<file path="src/rtl/pci_tgt_term.sv">
module pci_tgt_term #(
  parameter int FIRST_LIMIT = 16,
  parameter int NEXT_LIMIT  = 8
) (
  input  logic clk,
  input  logic rst_n,
  input  logic frame_n,
  input  logic irdy_n,
  input  logic addr_hit,
  input  logic wr_cycle,
  input  logic be_gnt,
  input  logic be_busy,
  input  logic rd_rdy,
  input  logic wr_rdy,
  output logic devsel_n,
  output logic trdy_n,
  output logic stop_n,
  output logic devsel_oe,
  output logic trdy_oe,
  output logic stop_oe
);

  localparam int CW = $clog2(FIRST_LIMIT + NEXT_LIMIT + 1);

  typedef enum logic [2:0] {IDLE, B_BUSY, S_DATA, BACKOFF, TURN_AR} st_t;

  st_t           st;
  logic          frame_d, wr_q, retry_q, first_q;
  logic [CW-1:0] cnt;

  wire           addr_ph = (st == IDLE) && !frame_n && frame_d;
  wire           rdy_sel = wr_q ? wr_rdy : rd_rdy;
  wire           xfer    = (st == S_DATA) && rdy_sel && !irdy_n;
  wire [CW-1:0]  lim     = first_q ? CW'(FIRST_LIMIT - 1) : CW'(NEXT_LIMIT - 1);

  always_ff @(posedge clk) begin
    if (!rst_n) begin
      st      <= IDLE;
      frame_d <= 1'b1;
      wr_q    <= 1'b0;
      retry_q <= 1'b0;
      first_q <= 1'b1;
      cnt     <= '0;
    end else begin
      frame_d <= frame_n;
      case (st)
        IDLE: if (addr_ph && addr_hit) begin
          st      <= B_BUSY;
          wr_q    <= wr_cycle;
          retry_q <= be_gnt | be_busy;
        end
        B_BUSY: begin
          cnt     <= '0;
          first_q <= 1'b1;
          st      <= retry_q ? BACKOFF : S_DATA;
        end
        S_DATA: begin
          if (xfer) begin
            if (frame_n) st <= TURN_AR;
            cnt     <= '0;
            first_q <= 1'b0;
          end else if (cnt == lim) begin
            st <= BACKOFF;
          end else begin
            cnt <= cnt + 1'b1;
          end
        end
        BACKOFF: if (irdy_n && frame_n) st <= TURN_AR;
        TURN_AR: st <= IDLE;
        default: st <= IDLE;
      endcase
    end
  end

  wire drive = (st == S_DATA) || (st == BACKOFF) || (st == TURN_AR);

  assign devsel_n  = !((st == S_DATA) || (st == BACKOFF));
  assign stop_n    = (st != BACKOFF);
  assign trdy_n    = !((st == S_DATA) && rdy_sel);
  assign devsel_oe = drive;
  assign trdy_oe   = drive;
  assign stop_oe   = drive;

  assert_medium_decode_R1: assert property (@(posedge clk) disable iff (!rst_n)
    (addr_ph && addr_hit) |=> devsel_n ##1 !devsel_n);

  assert_no_claim_R1: assert property (@(posedge clk) disable iff (!rst_n)
    (addr_ph && !addr_hit) |=> !devsel_oe);

  assert_retry_start_R2: assert property (@(posedge clk) disable iff (!rst_n)
    (addr_ph && addr_hit && (be_gnt || be_busy)) |=> ##1 (!stop_n && !devsel_n && trdy_n));

  assert_stop_trdy_excl_R3: assert property (@(posedge clk) disable iff (!rst_n)
    !stop_n |-> (trdy_n && !devsel_n));

  assert_write_ready_R4: assert property (@(posedge clk) disable iff (!rst_n)
    (!trdy_n && wr_q) |-> wr_rdy);

  assert_read_ready_R4: assert property (@(posedge clk) disable iff (!rst_n)
    (!trdy_n && !wr_q) |-> rd_rdy);

  assert_wait_bound_R6: assert property (@(posedge clk) disable iff (!rst_n)
    (st == S_DATA) |-> (cnt < CW'(FIRST_LIMIT)));

  assert_stop_hold_R8: assert property (@(posedge clk) disable iff (!rst_n)
    (!stop_n && !(irdy_n && frame_n)) |=> !stop_n);

  assert_turn_drive_R9: assert property (@(posedge clk) disable iff (!rst_n)
    $rose(stop_n) |-> (devsel_n && trdy_n && stop_oe));

  assert_turn_release_R9: assert property (@(posedge clk) disable iff (!rst_n)
    (st == TURN_AR) |=> (!devsel_oe && !trdy_oe && !stop_oe));

endmodule

</file>
<file path="config.mk">
export PLATFORM = sky130hd
export DESIGN_NAME = pci_tgt_term
export DESIGN_NICKNAME = d
export VERILOG_FILES = /design/src/rtl/pci_tgt_term.sv
export SDC_FILE = /design/constraint.sdc
export NUM_CORES = 1
export LEC_CHECK = 0
export ABC_AREA = 1
export BUFFER_PORTS_ARGS = -buffer_cell sky130_fd_sc_hd__buf_4
export CORE_MARGIN = 4
export CORE_UTILIZATION = 54
export CTS_BUF_LIST = sky130_fd_sc_hd__clkbuf_2
export CTS_CLUSTER_DIAMETER = 120
export CTS_CLUSTER_SIZE = 28
export DETAILED_ROUTE_END_ITERATION = 8
export PLACE_DENSITY = 0.82
export SLEW_MARGIN = 20
export SYNTH_ARGS = -nofsm -noshare
export SYNTH_HDL_FRONTEND = slang
export SYNTH_SLANG_ARGS = --single-unit
</file>
<file path="constraint.sdc">
create_clock -name clk -period 1.65 [get_ports clk]
set_input_delay 0.165 -clock clk [delete_from_list [all_inputs] [get_ports clk]]
set_output_delay 0.165 -clock clk [all_outputs]
set_load 0.02 [all_outputs]
</file>
Word level (Yosys, flattened, before mapping)
Index checks and enable logic that the tools add are counted.

storage, ports and cells
  flip-flop bits (word level) = 12
  input port bits = 10
  output and inout port bits = 6
  word-level logic and storage cells = 52

operators by class
  bitwise operators = 1
  add/subtract/negate cells = 1
  equality and inequality tests = 12
  multiplexer cells = 14
  reduce and logical (&&, ||, !) cells = 18

operators with widths
  kind                   number
  $mux W3                5
  $pmux W3 S4            1
  $mux W5                2
  $pmux W5 S2            1
  $ne A3 B3 Y1 const B   3
  $eq A3 B2 Y1 const B   2
  $logic_and A1 B1 Y1    6
  $reduce_and A2 Y1      3
  $add A5 B1 Y5 const B  1
  $eq A5 B4 Y1           1
  $logic_not A1 Y1       4
  $mux W4                1
  $ne A2 B2 Y1 const B   2
  $reduce_and A4 Y1      1
  $eq A3 B1 Y1 const B   1
  $eq A3 B3 Y1 const B   1
  $logic_not A3 Y1       1
  $mux W1                3
  $ne A3 B2 Y1 const B   1
  $logic_or A1 B1 Y1     2
  $ne A2 B1 Y1 const B   1
  $pmux W1 S2            1
  $reduce_bool A2 Y1     1
  $or A1 B1 Y1           1

Depth between registers and ports, before layout
Gate-level depths: netlist of the first run.

  word-level depth = 6
  mapped depth = 9
  gate-level depth less buffers = 9

Worst setup path before layout of the first run
No wires, ideal clock.

  path kind = register -> output
  start = register st[0]
  end = output stop_oe
  path slack = 0.222 ns
  arrival time = 1.263 ns
  path buffers = 1
  data required time = 1.485 ns
  stages on the path, launching flop included = 4
  cell sequence = dfxtp_1 > or2_2 > a21oi_1 > buf_4

between the ends
  cells in the longest elaborated chain, start to end = 3
  elaborated cells between the ends (all ways) = 5
  those cells by class = 3 x eq/ne; 2 x reduce/logical

RTL lines
  what                    RTL line  source
  from (decl)             27        st_t st;
  from (signal assigned)  55        st <= retry_q ? BACKOFF : S_DATA;
  $eq A3 B2 Y1            75        wire drive = (st == S_DATA) || (st == BACKOFF) || (st == TURN_AR);
  $logic_or A1 B1 Y1      75
  $logic_or A1 B1 Y1 (*)  75
  to (decl)               20        output logic stop_oe

Mark *: on every way between the ends. The rest lies on a longest branch, timed or not.

Worst setup path in the final report of the first run
  start = register st[0]
  end = output devsel_oe

between the ends
  cells in the longest elaborated chain, start to end = 3
  elaborated cells between the ends (all ways) = 5
  those cells by class = 3 x eq/ne; 2 x reduce/logical

RTL lines
  what                    RTL line  source
  $eq A3 B2 Y1            75
  $logic_or A1 B1 Y1      75
  $logic_or A1 B1 Y1 (*)  75
  to (decl)               18        output logic devsel_oe,

Marked as above.

==> metrics.txt, run 1 <==
outcome finished, final reports clean; die height 44.41 um; Setup TNS 0 ps; Sw Ratio 47.52%; dpl cells 128; Max Fclk 675.1 MHz; IO Port Bufs 15; Max Root-Sink Buffers 2; Area growth syn-to-layout 18.01%; number of flops mapped to enable cells by yosys 0; TritonCTS clock tree built; Worst-Skew Late Latency 280 ps; Cell Area, Synth 715.7 um2; All-Layer GR Usage 16.90%; Crit path arrival time around 1300 ps; crit start category flop; worst vdd ir 0.8200 mV; Internal 0.7242 mW; LEAKAGE 0.4294 nW; post-synth top area share about a third; pwr dens about 1600 nW/um2; leading area contributor after synthesis dfxtp_1; CP Capture Type primary output; largest net degree at the start of global routing 11; site row count 12; max cap viols 0; Antenna Nets Post-Route 0; io pins 16; layout cell share with drive strength beyond 1 30.51%; total power 1.380 mW; antenna violations before repair 0; GRT overflow 0; flops & latches, synth 12; most frequent cell after synthesis nand2_1; smallest hold slack 71.26 ps; Starting Density 61.11%; Core Area 1171 um2; First-pass DRT Iterations 4; DRC 0; Routed WL per cell 10.66 um; fin crit period 1481 ps; post_cts resized 0; clock share of power about 12%; initial drt markers 12; Post-Syn Nets roughly 110; Setup CP Type flop to primary output; Synth Warn # 0; via count 670; gpl congestion 0.7199; Final Non-Filler Cells ~130; vias in the first global route around 570; ys flop type dfxtp_1; post-CTS setup buffers 0; Req. time, crit path approximately 1500 ps; Slew Viols, Final 0; Logic pwr share a little under three fifths; switching pwr 0.6557 mW; post-synthesis sequential area ratio around a third; fin nets 130; Async SR Flop Fraction 0%; final hold vios 0; skew final between 2 and 2.5 ps; Mean Syn Cell Area between 7 and 8 um2; ant diodes 0; slew margin rel. 85.64%; HP Class input pin to flop; Final setup viols 0; final period utilization 89.78%; worst slew pin tran 215.3 ps; wirelength, routed 1407 um; hpwl dp around 1100 um; first-pass GRT wire length about 2400 um; Cell variety after synth 25; RSZ-0062 raised after global routing false; CTS Buf Count 3; hold_buf cts 0; CTS root buf clkbuf_2; Die X between 40 and 50 um; largest cells by area after synthesis dfxtp_1 34%, nand2_1 12%, nor2_1 6.3%; CTS clk-pin slew, worst paths 120 ps; Via density around 5.1; top cells by count, synth 23 x nand2_1, 12 x dfxtp_1, 12 x nor2_1; Post-Synthesis Cells roughly 100; Reg power frac 32.1%; die area between 1500 and 2000 um2; CP max FO 4; clock net sink count 12; H-tree depth 1
-- path summary, 6_finish.rpt --
path / startpoint / endpoint / slack [ps] / depth (start not counted)
hold reg to reg: first_q / first_q / 500 / 2
setup / recovery: st[0] / devsel_oe / 170 / 3
hold / removal: frame_n / frame_d / 70 / 3
setup reg to reg: cnt[0] / cnt[3] / 330 / 9
-- power groups by stage --
stage / Sequential [mW] / Clock (mW) / Combinational, mW
floorplan: 0.431 / 0 / 0.622
finish: 0.442 / 0.158 / 0.779
CTS: 0.441 / 0.161 / 0.782
global placement: 0.444 / 0 / 0.754
detailed placement: 0.448 / 0 / 0.781
global route: 0.456 / 0.176 / 0.874
-- critical path: stages (launching register included) --
cell and delay, ps:
dfxtp_1 360, or2_2 290, a21oi_1 210, buf_4 180
-- sequential cells by signal, indices dropped and copies added, names as in the netlist --
signal and flops:
cnt 5, first_q 1, frame_d 1, retry_q 1
st 3, wr_q 1
-- layout by cell type, fill, tap and decap left out, drive strengths merged --
cell    count
nand4       1
buf        15
clkbuf      3
nor2       15
xnor2       1
inv        15
a21oi       5
dfxtp      12
clkinv      1
nand2      26
o21ai       9
or2         1
xor2        2
nand3       7
nor3        2
nor3b       1
ha          1
o21a        1
-- area by class of cell --
cell class / count / area (um2)
Clock inverter: 1 / 3.754
Sequential cell: 12 / 240.2
Inverter: 15 / 56.30
Fill cell: 98 / 326.6
Clock buffer: 3 / 15.01
Multi-Input combinational cell: 72 / 399.1
Timing Repair Buffer: 15 / 112.6
Tap cell: 14 / 17.52
-- stage by stage --
stage               area [um2]  utilization (%)  setup WS (ps)
floorplan                715.7                -          221.8
global placement         825.8            70.51          402.0
detailed placement       825.8            70.51          344.8
CTS                      844.6            72.12          163.2
global route             844.6            72.12          63.45
finish                   844.6            72.12          168.7
-- layer usage --
layer  track usage [%]  wire length [um]
met4             9.036                29
met5                 0                 0
met1             22.44               652
met3             4.878                92
met2             24.42               632
-- cells by family (layout without fill, tap and decap cells) --
group / Yosys count / after routing / synth area share, %
simple gates: 53 / 53 / 38.98
buf+inv: 18 / 34 / 10.66
fa+ha+maj: 1 / 1 / 1.748
xor+xnor: 3 / 3 / 3.672
compound gates: 15 / 15 / 11.36
flops: 12 / 12 / 33.57
(Power assumes the default switching activity.)
==> run 2: changes to the inputs <==
--- a/config.mk
+++ b/config.mk
@@ -7,12 +7,13 @@
 export LEC_CHECK = 0
 export ABC_AREA = 1
 export BUFFER_PORTS_ARGS = -buffer_cell sky130_fd_sc_hd__buf_4
-export CORE_MARGIN = 4
+export CORE_MARGIN = 2
 export CORE_UTILIZATION = 54
 export CTS_BUF_LIST = sky130_fd_sc_hd__clkbuf_2
 export CTS_CLUSTER_DIAMETER = 120
 export CTS_CLUSTER_SIZE = 28
 export DETAILED_ROUTE_END_ITERATION = 8
+export MAX_ROUTING_LAYER = met4
 export PLACE_DENSITY = 0.82
 export SLEW_MARGIN = 20
 export SYNTH_ARGS = -nofsm -noshare
==> run 2 against run 1 <==
  * Maximum frequency decreased by 1.2%
  * Largest power group unchanged
  * Non-clock buffer count unchanged
  * Die area decreased by 17%
  * Sequential share of layout area increased by 0.085 points
  * Sequential cell count unchanged
  * Clock power decreased by 6%
  * Power decreased by 1.4%
  * First-iteration DRC count decreased by 8.3%
  * Global-route usage increased by 2.9 points
  * Clock skew increased by 8.0 ps
==> metrics.txt, run 2 (synthesis results as in run 1) <==
outcome finished, final reports clean (unchanged); Min-Delay Startpoint frame_n (unchanged); largest net degree at the start of global routing 11 (unchanged); vias in the first global route 485 (was 574); Reg power frac 32.4% (was 32.1%); WHS Path Cells 3 (unchanged); First-pass DRT Iterations 4 (unchanged); GRT overflow 0 (unchanged); pwr dens 1616 nW/um2 (was 1634 nW/um2); CTS Buf Count 3 (unchanged); DRC 0 (unchanged); Core Area 1269 um2 (was 1171 um2); All-Layer GR Usage 19.84% (was 16.90%); Largest register FFs 5 (unchanged); RSZ-0062 raised after global routing false (unchanged); first-pass GRT wire length 1994 um (was 2428 um); post_cts resized 0 (unchanged); most frequent cells in the layout 23 x nand2_1, 15 x buf_4, 12 x nor2_1, 12 x dfxtp_1, 10 x inv_1 (unchanged); worst slew pin tran 225.2 ps (was 215.3 ps); skew final 10.07 ps (was 2.063 ps); Crit Reg-Reg Startpoint cnt[0] (unchanged); Logic pwr share 56.7% (was 56.5%); smallest hold slack 73.71 ps (was 71.26 ps); Max Root-Sink Buffers 2 (unchanged); layout cell share with drive strength beyond 1 30.77% (was 30.51%); die height 40.41 um (was 44.41 um); CP Capture Type primary output (unchanged); TritonCTS clock tree built (unchanged); clock share of power 10.9% (was 11.5%); max cap viols 0 (unchanged); fin nets 130 (unchanged); gpl congestion 0.8063 (was 0.7199); hold_buf cts 0 (unchanged); switching pwr 0.6395 mW (was 0.6557 mW); Max Fclk 666.7 MHz (was 675.1 MHz); Setup CP Type flop to primary output (unchanged); Setup TNS 0 ps (unchanged); Sw Ratio 46.98% (was 47.52%); CTS clk-pin slew, worst paths 120 ps (about the same); antenna violations before repair 0 (unchanged); Req. time, crit path 1480 ps (about the same); FF-to-FF End cnt[2] (was cnt[3]); Worst Reg2Reg Path Length in Cells 9 (unchanged); final period utilization 90.90% (was 89.78%); crit start category flop (unchanged); Via density 4.909 (was 5.076); register with the most flip-flops cnt (unchanged); post-CTS setup buffers 0 (unchanged); via count 648 (was 670); CTS root buf clkbuf_2 (unchanged); HP Class input pin to flop (unchanged); Area growth syn-to-layout 17.66% (was 18.01%); initial drt markers 11 (was 12); hold path endpoint frame_d (unchanged); Internal 0.7216 mW (was 0.7242 mW); site row count 13 (was 12); wirelength, routed 1372 um (was 1407 um); Antenna Nets Post-Route 0 (unchanged); worst vdd ir 0.8907 mV (was 0.8200 mV); largest registers cnt: 5 flops, st: 3 flops (unchanged); crit path cell chain or2_2 -> a21oi_1 -> buf_4 (unchanged); Worst path max stage delay 360 ps (about the same); Crit path arrival time 1330 ps (was 1320 ps); Starting Density 56.41% (was 61.11%); ant diodes 0 (unchanged); Worst-Skew Late Latency 280 ps (about the same); die area 1633 um2 (was 1972 um2); final hold vios 0 (unchanged); LEAKAGE 0.4279 nW (was 0.4294 nW); Routed WL per cell 10.39 um (was 10.66 um); IO Port Bufs 15 (unchanged); Final setup viols 0 (unchanged); slew margin rel. 84.99% (was 85.64%); hpwl dp 1072 um (was 1117 um); Die X 40.41 um (was 44.41 um); Slew Viols, Final 0 (unchanged); FILL cells 111 (was 98); r2r setup slk 310 ps (was 330 ps); H-tree depth 1 (unchanged); fin crit period 1500 ps (was 1481 ps); commonest non-fill, non-tap cell in the layout nand2_1 (unchanged); io pins 16 (unchanged); clock net sink count 12 (unchanged); slowest cell on the critical path dfxtp_1 (unchanged); CP max FO 4 (unchanged)
-- run 2: changes by cell type in the layout (fill, tap and decap cells not counted) --
cell	delta
clkinv_1	-1
-- run 2: metal layers --
metal  part of all wire (%)  vias up  wire length (um)  global-route usage (%)
li1                       -      354                 -                       -
met1                     44      275               601                   23.33
met2                     50       14               680                   30.16
met3                    3.6        5                49                   3.333
met4                    3.0        0                41                   14.17
met5                      0        -                 0                       -
-- run 2: final cells by class --
| cell class | instances | area [um2] | share of cell area, % |
|---|---|---|---|
| Sequential cell | 12 | 240.2 | 28.53 |
| Multi-Input combinational cell | 72 | 399.1 | 47.40 |
| Inverter | 15 | 56.30 | 6.686 |
| Timing Repair Buffer | 15 | 112.6 | 13.37 |
| Tap cell | 15 | 18.77 | 2.229 |
| Clock buffer | 3 | 15.01 | 1.783 |
-- run 2: worst max-delay path by stage --
stage | from | end | slack [ps] | cells after the start
after global placement | cnt[0] | cnt[1] | 390 | 8
after detailed placement | cnt[0] | cnt[2] | 340 | 8
after CTS | st[0] | stop_oe | 150 | 3
after global routing | st[0] | devsel_oe | 70 | 3
after floorplan | st[0] | stop_oe | 220 | 3
final | st[0] | stop_oe | 150 | 3
-- run 2: critical path, delay by kind of cell, from the launching register on --
| family | cells | cell delay (ps) |
|---|---|---|
| flip-flops | 1 | 360 |
| AND/OR/NAND/NOR | 1 | 290 |
| AO/OA/AOI/OAI | 1 | 210 |
| buffers and inverters | 1 | 190 |
-- run 2: power groups by stage --
stage	Clock (mW)	Sequential (mW)	Combinational, mW
6_report	0.148	0.441	0.772
3_5_place_dp	0	0.448	0.771
5_1_grt	0.157	0.449	0.861
3_3_place_gp	0	0.444	0.757
2_1_floorplan	0	0.431	0.622
4_1_cts	0.148	0.441	0.777
-- run 2: through the flow --
step	power [mW]	area [um2]	cells	util [%]	setup WS, ps
after floorplan	1.053	715.7	102	-	221.8
after global placement	1.201	827.0	129	65.19	386.9
after detailed placement	1.219	827.0	129	65.19	343.7
after CTS	1.365	842.1	132	66.37	154.1
after global routing	1.467	842.1	132	66.37	66.51
final	1.361	842.1	132	66.37	150.1
==> run 3: changes to the inputs <==
--- a/config.mk
+++ b/config.mk
@@ -11,10 +11,11 @@
 export CORE_UTILIZATION = 54
 export CTS_BUF_LIST = sky130_fd_sc_hd__clkbuf_2
 export CTS_CLUSTER_DIAMETER = 120
-export CTS_CLUSTER_SIZE = 28
+export CTS_CLUSTER_SIZE = 20
 export DETAILED_ROUTE_END_ITERATION = 8
 export MAX_ROUTING_LAYER = met4
 export PLACE_DENSITY = 0.82
+export RECOVER_POWER = 50
 export SLEW_MARGIN = 20
 export SYNTH_ARGS = -nofsm -noshare
 export SYNTH_HDL_FRONTEND = slang
==> run 3 against run 2 <==
  * First-iteration DRC count is 55% higher
  * Via count is 2.3% higher
  * Sequential share of layout area is 0.56 points higher
  * Critical endpoint unchanged
  * Global-route usage stayed put
  * Register-to-register slack worse by 50 ps
  * Combinational power is 2% lower
  * Clock power hardly changed
  * Sequential power hardly changed
  * Routed wire length is 1.4% higher
  * Critical path type unchanged
  * Core utilization is 1.3 points lower
==> metrics.txt, run 3 (synthesis results as in run 1) <==
Crit path arrival time 1330 ps (about the same); r2r setup slk 260 ps (was 310 ps); die height 40.41 um (unchanged); CP Buf/Inv Count 1 (unchanged); hold_buf cts 0 (unchanged); layout cell share with drive strength beyond 1 24.79% (was 30.77%); most frequent cells in the layout 23 x nand2_1, 14 x buf_4, 13 x inv_1, 13 x nor2_1, 12 x dfxtp_1 (was 23 x nand2_1, 15 x buf_4, 12 x nor2_1, 12 x dfxtp_1, 10 x inv_1); Worst path max stage delay 350 ps (was 360 ps); Slew Viols, Final 0 (unchanged); Largest register FFs 5 (unchanged); worst vdd ir 0.8784 mV (was 0.8907 mV); crit path cell chain or2_2 -> a21oi_1 -> buf_4 (unchanged); TritonCTS clock tree built (unchanged); Worst-Skew Late Latency 280 ps (about the same); CP top delay family flip-flops (unchanged); post_cts resized 0 (unchanged); via count 663 (was 648); largest net degree at the start of global routing 11 (unchanged); DRC 0 (unchanged); GRT met3 Usage 3.333% (unchanged); WP depth 3 (unchanged); worst slew pin tran 245.7 ps (was 225.2 ps); Antenna Nets Post-Route 0 (unchanged); commonest non-fill, non-tap cell in the layout nand2_1 (unchanged); Max Fclk 670.1 MHz (was 666.7 MHz); slowest cell on the critical path dfxtp_1 (unchanged); RSZ-0062 raised after global routing false (unchanged); CP max FO 4 (unchanged); Starting Density 56.41% (unchanged); wirelength, routed 1391 um (was 1372 um); Critical Path End stop_oe (unchanged); gpl congestion 0.8063 (unchanged); hpwl dp 1072 um (unchanged); clock net sink count 12 (unchanged); io pins 16 (unchanged); Setup CP Type flop to primary output (unchanged); LEAKAGE 0.4234 nW (was 0.4279 nW); met1 Use GR 23.33% (unchanged); vias in the first global route 485 (unchanged); initial drt markers 17 (was 11); Setup TNS 0 ps (unchanged); total power 1.340 mW (was 1.361 mW); Area growth syn-to-layout 15.38% (was 17.66%); First-pass DRT Iterations 4 (unchanged); pwr dens 1623 nW/um2 (was 1616 nW/um2); H-tree depth 1 (unchanged); register with the most flip-flops cnt (unchanged); first-pass GRT wire length 1994 um (unchanged); All-Layer GR Usage 19.84% (unchanged); smallest hold slack 92.51 ps (was 73.71 ps); IO Port Bufs 15 (unchanged); max cap viols 0 (unchanged); met2 GRT Util 30.16% (unchanged); antenna violations before repair 0 (unchanged); Die X 40.41 um (unchanged); Req. time, crit path 1480 ps (about the same); site row count 13 (unchanged); Core Area 1269 um2 (unchanged); fin nets 130 (unchanged); Routed WL per cell 10.54 um (was 10.39 um); HP Class input pin to flop (unchanged); CTS clk-pin slew, worst paths 120 ps (about the same); CTS root buf clkbuf_2 (unchanged); skew final 11.56 ps (was 10.07 ps); Crit. Startpoint st[0] (unchanged); ant diodes 0 (unchanged); slew margin rel. 83.69% (was 84.99%); Final setup viols 0 (unchanged); largest registers cnt: 5 flops, st: 3 flops (unchanged); final period utilization 90.44% (was 90.90%); CP Capture Type primary output (unchanged); Crit Reg-Reg Startpoint cnt[0] (unchanged); die area 1633 um2 (unchanged); GRT overflow 0 (unchanged); fin crit period 1492 ps (was 1500 ps); FF-to-FF End st[2] (was cnt[2]); final hold vios 0 (unchanged); post-CTS setup buffers 0 (unchanged); Max Root-Sink Buffers 2 (unchanged); outcome finished, final reports clean (unchanged); Via density 5.023 (was 4.909); Most Crowded Layer GR met2 (unchanged); Worst Reg2Reg Path Length in Cells 7 (was 9); crit start category flop (unchanged); CTS Buf Count 3 (unchanged)
==> run 3: stage by stage <==
stage | area, um2 | instances | util (%) | setup slack, ps
6_report | 825.8 | 132 | 65.09 | 157.8
5_1_grt | 825.8 | 132 | 65.09 | 77.15
4_1_cts | 842.1 | 132 | 66.37 | 154.1
3_5_place_dp | 827.0 | 129 | 65.19 | 343.7
3_3_place_gp | 827.0 | 129 | 65.19 | 386.9
2_1_floorplan | 715.7 | 102 | - | 221.8
==> run 3: final cells by class <==
type	count	area (um2)
inverters	15	56.30
repair buffers	15	108.9
fillers	115	442.9
clock buffers	3	15.01
well taps	15	18.77
flip-flops and latches	12	240.2
multi-input cells	72	386.6
==> run 3: worst min-delay path by stage <==
stage               slack, ps  depth (start not counted)     from       to
finish                     90                          3  frame_n  frame_d
global route              120                          3  frame_n  frame_d
CTS                        80                          3  frame_n  frame_d
detailed placement        370                          3  frame_n  frame_d
global placement          360                          3  frame_n  frame_d
floorplan                 250                          2  frame_n  frame_d
==> run 3: tightest hold or removal path, cell delays in order <==
cell     delay, ps
buf_4           80
inv_1           50
nand2_1         50
==> run 3: report_power, final <==
part           leakage [nW]  switching [mW]  internal, mW
Clock                0.0125          0.0992        0.0495
Combinational         0.312           0.460         0.294
Sequential           0.0985          0.0717         0.366
==> run 3: metal layers <==
metal  routed length, um  up-vias
met3                  60        7
met1                 607      280
met4                  46        0
li1                    -      353
met2                 677       23
met5                   0        -
